$ cat src/rtl/crc_serial_pkg.sv
package crc_serial_pkg;

  localparam int CRC_MAX_W    = 32;
  localparam int CRC_NUM_POLY = 4;
  localparam int CRC_CNT_W    = $clog2(CRC_MAX_W + 1);

  typedef enum logic [1:0] {
    POLY_C12   = 2'd0,
    POLY_C16   = 2'd1,
    POLY_CCITT = 2'd2,
    POLY_C32   = 2'd3
  } crc_poly_e;

  typedef enum logic {
    DIR_TX = 1'b0,
    DIR_RX = 1'b1
  } crc_dir_e;

  typedef enum logic [1:0] {
    ST_IDLE = 2'd0,
    ST_RUN  = 2'd1,
    ST_EMIT = 2'd2
  } crc_state_e;

  // Degree of the generator = register length = check-field length
  function automatic logic [CRC_CNT_W-1:0] crc_deg(crc_poly_e p);
    case (p)
      POLY_C12: return CRC_CNT_W'(12);
      POLY_C16: return CRC_CNT_W'(16);
      POLY_CCITT: return CRC_CNT_W'(16);
      default: return CRC_CNT_W'(32);
    endcase
  endfunction

  // Feedback taps: every nonzero term below the leading one
  function automatic logic [CRC_MAX_W-1:0] crc_taps(crc_poly_e p);
    case (p)
      POLY_C12: return CRC_MAX_W'(32'h0000_080F);
      POLY_C16: return CRC_MAX_W'(32'h0000_8005);
      POLY_CCITT: return CRC_MAX_W'(32'h0000_1021);
      default: return CRC_MAX_W'(32'h04C1_1DB7);
    endcase
  endfunction

  function automatic logic [CRC_MAX_W-1:0] crc_mask(logic [CRC_CNT_W-1:0] w);
    logic [2*CRC_MAX_W-1:0] m;
    m = ({{(2*CRC_MAX_W-1){1'b0}}, 1'b1} << w) - 1'b1;
    return m[CRC_MAX_W-1:0];
  endfunction

  function automatic logic crc_top_bit(logic [CRC_MAX_W-1:0] r, crc_poly_e p);
    logic [CRC_CNT_W-1:0] idx;
    idx = crc_deg(p) - 1'b1;
    return r[idx[$clog2(CRC_MAX_W)-1:0]];
  endfunction

  // One division step: feed one message bit into the remainder
  function automatic logic [CRC_MAX_W-1:0] crc_step(logic [CRC_MAX_W-1:0] r,
                                                     logic b, crc_poly_e p);
    logic                 fb;
    logic [CRC_MAX_W-1:0] n;
    fb = b ^ crc_top_bit(r, p);
    n  = (r << 1) & crc_mask(crc_deg(p));
    if (fb) n = n ^ crc_taps(p);
    return n;
  endfunction

  // Output shift: move the next check bit to the top, no feedback
  function automatic logic [CRC_MAX_W-1:0] crc_emit(logic [CRC_MAX_W-1:0] r,
                                                     crc_poly_e p);
    return (r << 1) & crc_mask(crc_deg(p));
  endfunction

endpackage

$ cat src/rtl/crc_frame_ctrl.sv
module crc_frame_ctrl
  import crc_serial_pkg::*;
(
  input  logic      clk,
  input  logic      rst_n,
  input  logic      sof_i,
  input  crc_poly_e sel_i,
  input  crc_dir_e  dir_i,
  input  logic      bit_valid_i,
  input  logic      last_i,
  output crc_poly_e sel_o,
  output logic      clr_o,
  output logic      shift_o,
  output logic      emit_o,
  output logic      rx_end_o,
  output logic      ready_o,
  output logic      fcs_valid_o
);

  crc_state_e           state_q;
  crc_poly_e            sel_q;
  crc_dir_e             dir_q;
  logic [CRC_CNT_W-1:0] cnt_q;

  assign sel_o       = sel_q;
  assign clr_o       = sof_i;
  assign ready_o     = (state_q == ST_RUN);
  assign fcs_valid_o = (state_q == ST_EMIT);
  assign shift_o     = ready_o && bit_valid_i && !sof_i;
  assign emit_o      = fcs_valid_o && !sof_i;
  assign rx_end_o    = shift_o && last_i && (dir_q == DIR_RX);

  always_ff @(posedge clk or negedge rst_n) begin
    if (!rst_n) begin
      state_q <= ST_IDLE;
      sel_q   <= POLY_C12;
      dir_q   <= DIR_TX;
      cnt_q   <= '0;
    end else if (sof_i) begin
      state_q <= ST_RUN;
      sel_q   <= sel_i;
      dir_q   <= dir_i;
      cnt_q   <= '0;
    end else begin
      case (state_q)
        ST_RUN: begin
          if (shift_o && last_i) begin
            if (dir_q == DIR_TX) begin
              state_q <= ST_EMIT;
              cnt_q   <= crc_deg(sel_q) - 1'b1;
            end else begin
              state_q <= ST_IDLE;
            end
          end
        end
        ST_EMIT: begin
          if (cnt_q == '0) state_q <= ST_IDLE;
          else             cnt_q   <= cnt_q - 1'b1;
        end
        default: ;
      endcase
    end
  end


  tx_last_emit_chk: assert property (@(posedge clk) disable iff (!rst_n)
    (shift_o && last_i && dir_q == DIR_TX) |=> fcs_valid_o);


  no_shift_in_emit_chk: assert property (@(posedge clk) disable iff (!rst_n)
    fcs_valid_o |-> !shift_o);


  sof_restart_chk: assert property (@(posedge clk) disable iff (!rst_n)
    sof_i |=> (ready_o && !fcs_valid_o));

endmodule

$ cat src/rtl/crc_div_reg.sv
module crc_div_reg
  import crc_serial_pkg::*;
#(
  parameter int NUM_POLY = CRC_NUM_POLY
) (
  input  logic      clk,
  input  logic      rst_n,
  input  logic      clr_i,
  input  logic      shift_i,
  input  logic      bit_i,
  input  logic      emit_i,
  input  crc_poly_e sel_i,
  output logic      top_o,
  output logic      nxt_zero_o
);

  localparam int W = CRC_MAX_W;

  logic [W-1:0] rem_q;
  logic [W-1:0] rem_d;
  logic [W-1:0] step_cand [NUM_POLY];

  // One divider step per generator; the latched select picks one
  for (genvar g = 0; g < NUM_POLY; g++) begin : g_poly
    assign step_cand[g] = crc_step(rem_q, bit_i, crc_poly_e'(2'(g)));
  end

  assign top_o      = crc_top_bit(rem_q, sel_i);
  assign nxt_zero_o = (step_cand[sel_i] == '0);

  always_comb begin
    rem_d = rem_q;
    if (clr_i)        rem_d = '0;
    else if (shift_i) rem_d = step_cand[sel_i];
    else if (emit_i)  rem_d = crc_emit(rem_q, sel_i);
  end

  always_ff @(posedge clk or negedge rst_n) begin
    if (!rst_n) rem_q <= '0;
    else        rem_q <= rem_d;
  end


  clr_on_sof_chk: assert property (@(posedge clk) disable iff (!rst_n)
    clr_i |=> (rem_q == '0));

endmodule

$ cat src/rtl/crc_rx_judge.sv
module crc_rx_judge (
  input  logic clk,
  input  logic rst_n,
  input  logic clr_i,
  input  logic rx_end_i,
  input  logic nxt_zero_i,
  output logic done_o,
  output logic err_o
);

  always_ff @(posedge clk or negedge rst_n) begin
    if (!rst_n) begin
      done_o <= 1'b0;
      err_o  <= 1'b0;
    end else begin
      done_o <= rx_end_i;
      if (clr_i)         err_o <= 1'b0;
      else if (rx_end_i) err_o <= !nxt_zero_i;
    end
  end


  done_single_chk: assert property (@(posedge clk) disable iff (!rst_n)
    done_o |=> !done_o);


  err_rise_chk: assert property (@(posedge clk) disable iff (!rst_n)
    $rose(err_o) |-> done_o);

endmodule

$ cat src/rtl/crc_serial_unit.sv
module crc_serial_unit
  import crc_serial_pkg::*;
(
  input  logic       clk,
  input  logic       rst_n,
  input  logic       sof_i,
  input  logic [1:0] poly_sel_i,
  input  logic       dir_i,
  input  logic       bit_valid_i,
  input  logic       bit_i,
  input  logic       last_i,
  output logic       ready_o,
  output logic       fcs_valid_o,
  output logic       fcs_bit_o,
  output logic       done_o,
  output logic       err_o
);

  crc_poly_e sel_w;
  logic      clr_w;
  logic      shift_w;
  logic      emit_w;
  logic      rx_end_w;
  logic      top_w;
  logic      nxt_zero_w;

  crc_frame_ctrl u_ctrl (
    .clk         (clk),
    .rst_n       (rst_n),
    .sof_i       (sof_i),
    .sel_i       (crc_poly_e'(poly_sel_i)),
    .dir_i       (crc_dir_e'(dir_i)),
    .bit_valid_i (bit_valid_i),
    .last_i      (last_i),
    .sel_o       (sel_w),
    .clr_o       (clr_w),
    .shift_o     (shift_w),
    .emit_o      (emit_w),
    .rx_end_o    (rx_end_w),
    .ready_o     (ready_o),
    .fcs_valid_o (fcs_valid_o)
  );

  crc_div_reg #(.NUM_POLY(CRC_NUM_POLY)) u_div (
    .clk        (clk),
    .rst_n      (rst_n),
    .clr_i      (clr_w),
    .shift_i    (shift_w),
    .bit_i      (bit_i),
    .emit_i     (emit_w),
    .sel_i      (sel_w),
    .top_o      (top_w),
    .nxt_zero_o (nxt_zero_w)
  );

  crc_rx_judge u_judge (
    .clk        (clk),
    .rst_n      (rst_n),
    .clr_i      (clr_w),
    .rx_end_i   (rx_end_w),
    .nxt_zero_i (nxt_zero_w),
    .done_o     (done_o),
    .err_o      (err_o)
  );

  assign fcs_bit_o = fcs_valid_o & top_w;

endmodule

$ cat config.mk
export PLATFORM = sky130hd
export DESIGN_NAME = crc_serial_unit
export DESIGN_NICKNAME = d
export VERILOG_FILES = /design/src/rtl/crc_serial_pkg.sv /design/src/rtl/crc_frame_ctrl.sv /design/src/rtl/crc_div_reg.sv /design/src/rtl/crc_rx_judge.sv /design/src/rtl/crc_serial_unit.sv
export SDC_FILE = /design/constraint.sdc
export NUM_CORES = 1
export LEC_CHECK = 0
export BUFFER_PORTS_ARGS = -buffer_cell sky130_fd_sc_hd__buf_2
export CAP_MARGIN = 25
export CORE_UTILIZATION = 48
export CTS_BUF_LIST = sky130_fd_sc_hd__clkbuf_16
export DETAILED_ROUTE_END_ITERATION = 8
export GPL_TIMING_DRIVEN = 0
export PLACE_DENSITY = 0.61
export SETUP_SLACK_MARGIN = 0.4
export SYNTH_ARGS = -nofsm -noshare
export SYNTH_HDL_FRONTEND = slang
export SYNTH_SLANG_ARGS = --single-unit
$ cat constraint.sdc
create_clock -name clk -period 2.5 [get_ports clk]
set_input_delay 0.625 -clock clk [delete_from_list [all_inputs] [get_ports clk]]
set_output_delay 0.625 -clock clk [all_outputs]
set_load 0.005 [all_outputs]
; Yosys cells after proc, flatten, opt, wreduce, memory -nomap -nowiden
; Index checks and enable logic that the tools add are counted.
; Widths: inputs -> output; s select.
[word_totals]
ff_bits = 45
latchBits = 0
mem_bits_rw = 0
romBits = 0
input_bits = 9
out_inout_bits = 5
elab_cells = 84
n_memories = 0
[op_classes]
n_addsub = 4
multipliers = 0
div = 0
order_cmp = 2
n_eq_ne = 8
shift = 1
mux = 36
n_bitwise = 10
n_reduce_logical = 16
[op_table]
columns = operator, count
row1 = $mux 32, 13
row2 = $mux 6, 11
row3 = $bmux 32 s2, 1
row4 = $xor 16x32->32, 2
row5 = $and 32x32->32, 1
row6 = $logic_not 32->1, 1
row7 = $shl 1x6->32 const A, 1
row8 = $sub 32x1->32 const B, 1
row9 = $xor 12x32->32, 1
row10 = $xor 32x32->32, 1
row11 = $pmux 6 s2, 2
row12 = $sub 6x1->6 const B, 2
row13 = $ne 3x3->1 const B, 3
row14 = $mux 2, 4
row15 = $logic_not 6->1, 1
row16 = $lt 5x6->1 const B, 1
row17 = $reduce_bool 3->1, 2
row18 = $bmux 1 s5, 1
row19 = $logic_and 1x1->1, 5
row20 = $sub 5x1->5 const B, 1
row21 = $eq 2x1->1 const B, 2
row22 = $eq 2x2->1 const B, 2
row23 = $pmux 2 s2, 1
row24 = $reduce_and 4->1, 1
row25 = other kinds (11), 16

; Logic depth before layout (Yosys ltp)
[logic_depth]
word_depth = 12
depth_mapped = 10

; By module
; From an unflattened synthesis, not the netlist that was laid out.
[unflattened]
hier_cells = 260
hier_area_um2 = 2726.4
[modules_own_cells]
columns = mod, n_inst, cells_per_inst, area_per_inst_um2, seq_area_each_um2
row1 = crc_div_reg, 1, 175, 1894.3, 800.8
row2 = crc_frame_ctrl, 1, 80, 764.5, 275.3
row3 = crc_rx_judge, 1, 4, 61.3, 50.0
row4 = crc_serial_unit, 1, 1, 6.3, 0.0

; Worst setup path after synthesis
; No wires, ideal clock.
[synth_timing]
path_type = reg2out
startpoint = reg u_ctrl.sel_q[0], in the netlist u_ctrl.sel_o[0]
endpoint = out fcs_bit_o
arrival_ps = 1767
required_ps = 1875
setup_slack_ps = 108
path_stages_with_launch = 7
cell_sequence = dfrtp_1 buf_2 buf_1 inv_1 ha_1 mux4_1 and2_1
[synth_between]
elab_chain_len = 7
[synth_lines]
columns = element, line
row1 = from (decl), crc_frame_ctrl.sv:21  ; crc_poly_e sel_q;
row2 = from (signal assigned), crc_frame_ctrl.sv:41  ; sel_q <= sel_i;
row3 = $eq 2x1->1 / $eq 2x2->1 (equally long branches), crc_serial_pkg.sv:27  ; case (p)
row4 = $reduce_or 2->1 (no source line), -
row5 = $pmux 6 s2 (*), crc_serial_pkg.sv:27
row6 = $sub 5x1->5 (*), crc_serial_pkg.sv:53  ; idx = crc_deg(p) - 1'b1;
row7 = $bmux 1 s5 (*), crc_serial_pkg.sv:54  ; return r[idx[$clog2(CRC_MAX_W)-1:0]];
row8 = $mux 1 (not written as such) (*), crc_serial_pkg.sv:54
row9 = $and 1x1->1 (*), crc_serial_unit.sv:66  ; assign fcs_bit_o = fcs_valid_o & top_w;
row10 = to (decl), crc_serial_unit.sv:14  ; output logic fcs_bit_o,
; Every way passes the cells marked *; elsewhere a longest branch is shown, timed or not. The select of a mux whose other input is x is not followed.

; Worst setup path after layout
; Ends and elaborated chain as after synthesis.

==> flow_summary.yaml <==
status:
  status: "finished clean"
floorplanning:
  die-area_um2: 5700
  die_w_um: 75.5
  core_um2: 5170
  ios: 14
  core.rowCount: 26
  initial_core_util_pct: 50.2
  die_h_um: 75.5
yosys:
  synthTopCellsByArea: "dfrtp_1, a22o_1, nand2_1, a221o_1, nor2_1"
  ys_ff_latch: 45
  synth_flop_cell: "dfrtp_1"
  syn-num-nets: 282
  synth_compound_area_share_pct: 24.8
  async_flop_share_pct: 100
  synthSimpleGateAreaFrac_pct: 19.1
  ys_warn_count: 0
  synth_mux_area_share_pct: 4.19
  synth_xor_xnor_area_share_pct: 2.99
  ys_seq_area_share_pct: 43.4
  avgSynthCellArea_um2: 9.61
  syn_inst: 270
  synth-edff-count: 0
  yosysTopAreaCellShare_pct: 43.4
  synthesis.area_um2: 2590
  synth_cell_types: 54
  yosys.area_share.adder_pct: 1.45
  synth_top_family_by_area: "compound AO/OA/AOI/OAI gates"
  netlist.top_cell.by_area: "dfrtp_1"
final_layout:
  design_area_um2: 3110
  syn_to_final_growth_pct: 20.0
  finalNetCount: 314
  antenna_cells: 0
  post-route-util_pct: 60.2
  drive_gt1_share_pct: 21.5
setup_path:
  cp_top_family: "multiplexers"
  path_buf_inv: 4
  reg2reg_from: "u_ctrl.sel_o[0]$_DFFE_PN0P_"
  reg2reg_depth: 7
  path_cells: "buf_6 -> buf_8 -> inv_4 -> ha_4 -> mux4_2 -> and2_4 -> buf_6"
  startpoint: "u_ctrl.sel_o[0]$_DFFE_PN0P_"
  max_stage_delay_ns: 0.50
  cp_slowest_cell: "mux4_2"
  crit_top_cell: "buf_6"
  path_class: "reg -> out"
  cp_num_cells: 7
  cp-start-kind: "flop"
  crit_arrival_ns: 1.84
  end_kind: "primary output"
  worstPathRequired_ns: 1.88
  worstPathMaxFanout: 2
sta:
  rsz0062_at_grt: "true"
  fin_ws_ns: 0.0370
  fin_crit_ns: 2.46
  relSlewSlack_pct: 60.0
  slew_violations: 0
  skew_ns: 0.00288
  setup_viol: 0
  fmax_mhz: 406
  hold_viol_final: 0
  post-route-period-util_pct: 98.5
  worstMarginPinSlew_ns: 0.596
detailed_routing:
  routed_wl_um: 6490
  post_drt_wl_per_cell_um: 17.4
  drcViolationCount: 0
  vias: 2207
  drtIter0Drc: 136
  viasPerCell: 5.92
  drtPass1Iterations: 4
  ant_nets: 0
clock_tree:
  cts_hold_buf: 0
  cts_buffers: 5
  cts_buffer_depth: 2
  cts_tree: "yes"
  h-tree-depth: 2
  clock-sinks: 45
  clk_latency_ns: 0.29
  cts.clk_slew.worst_paths_ns: 0.06
  root_buffer: "clkbuf_16"
power:
  max-vdd-ir-drop_mv: 0.360
  p_per_area_nw_per_um2: 593
  p_total_mw: 1.85
  p_leak_nw: 1.40
placed_design:
  pre_cts_ws_ns: 0.0304
  placed_area_um2: 2780
  portBuffers: 13
  place_congestion: 0.817
  dpl.hpwl_um: 4460
global_routing:
  grt_antenna_before_repair: 0
  track_usage_pct: 25.0
  grt_max_degree: 46
  overflow: 0
  first_global_vias: 1957
  grt_pass1_wl_um: 10200
flow_run:
  cap_violations: 0
worst_hold_path:
  min_path_type: "in -> async"
-- sequential cells by signal, indices dropped and copies added (netlist names) --
name            flops
u_ctrl.sel_o        2
u_ctrl.dir_q        1
u_judge.err_o       1
u_ctrl.state_q      2
u_div.rem_q        32
u_judge.done_o      1
u_ctrl.cnt_q        6
-- stage by stage --
step                      std cells   TNS (ns)  hold slack, ns
after floorplan                 270          0           0.329
after global placement          353   -0.00696           0.491
after detailed placement        353          0           0.502
after CTS                       367  -0.000168           0.517
after global routing            373    -0.0121           0.267
final                           373          0           0.244
-- power by group --
part,switching (mW),total [mW],internal [mW]
combinational,0.179,0.318,0.139
clock,0.277,0.745,0.468
sequential,0.0283,0.784,0.755
total,0.484,1.85,1.36
-- area by class of cell --
type / instances / area (µm²)
Buffer: 17 / 120
Clock buffer: 5 / 125
Clock inverter: 3 / 41.3
Fill cell: 468 / 2060
Inverter: 5 / 31.3
Multi-Input combinational cell: 203 / 1410
Sequential cell: 45 / 1130
Tap cell: 70 / 87.6
Timing Repair Buffer: 25 / 174
-- worst paths after layout --
kind                                          endpoint  slack, ns
setup / recovery                             fcs_bit_o       0.04
hold / removal             u_div.rem_q[21]$_DFFE_PN0P_       0.24
setup reg to reg             u_judge.err_o$_DFFE_PN0P_       0.41
hold reg to reg            u_div.rem_q[25]$_DFFE_PN0P_       0.52
max in group asynchronous  u_ctrl.sel_o[1]$_DFFE_PN0P_       1.76
min in group clk           u_div.rem_q[25]$_DFFE_PN0P_       0.52
-- cell usage in the layout (no fill, tap or decap), drive strengths merged, types with 4 or more instances in the layout --
master | synthesis | layout
o31ai | 4 | 4
a221o | 11 | 11
o21ai | 15 | 15
a211oi | 5 | 5
nor2 | 23 | 23
xnor2 | 4 | 4
buf | 10 | 36
nand2b | 9 | 9
dfrtp | 45 | 45
and3 | 4 | 4
or3 | 4 | 4
mux2i | 6 | 6
a21oi | 10 | 10
nor3 | 5 | 5
inv | 5 | 5
clkbuf | 7 | 11
nor4 | 5 | 5
a22o | 15 | 15
xor2 | 4 | 4
nand2 | 31 | 31
-- synthesized netlist by cell type (3+ instances only) --
| cell | n |
|---|---|
| a221o_1 | 11 |
| nor2_1 | 23 |
| a22o_1 | 14 |
| mux2i_1 | 6 |
| nor3_1 | 5 |
| nor4_1 | 5 |
| clkbuf_1 | 6 |
| inv_1 | 5 |
| or3_1 | 4 |
| nand3_1 | 3 |
| o22ai_1 | 3 |
| a31oi_1 | 3 |
| o311ai_0 | 3 |
| o21ai_0 | 12 |
| dfrtp_1 | 45 |
| xor2_1 | 3 |
| a211oi_1 | 4 |
| o31ai_1 | 4 |
| nand2_1 | 31 |
| ha_1 | 3 |
| a21oi_1 | 10 |
| and3_1 | 4 |
| xnor2_1 | 4 |
| a22oi_1 | 3 |
| buf_2 | 7 |
| nand2b_1 | 9 |
| o21ai_1 | 3 |
| and2_1 | 3 |
-- routing by layer --
| metal | wire length, µm | share of wire [%] | global-route usage, % |
|---|---|---|---|
| met1 | 3420 | 53 | 39.7 |
| met2 | 2730 | 42 | 34.6 |
| met3 | 241 | 3.7 | 4.37 |
| met4 | 97 | 1.5 | 6.79 |
| met5 | 0 | 0 | 0 |
-- cells by family after synthesis --
kind of cell	count (synthesis)
buffers and inverters	22
multiplexers	9
XOR/XNOR	8
AO/OA/AOI/OAI	84
flip-flops	45
adder cells (fa/ha/maj)	3
AND/OR/NAND/NOR	99
-- timing repair --
action / CTS / global route
pin swaps: 3 / 5
hold endpoints to repair: 0 / 0
cloned: 0 / 0
endpoints found under the setup margin: 5 / 14
setup buffers: 6 / 5
gates resized for setup: 11 / 11
Note: power is estimated with default switching activity, not from simulation.
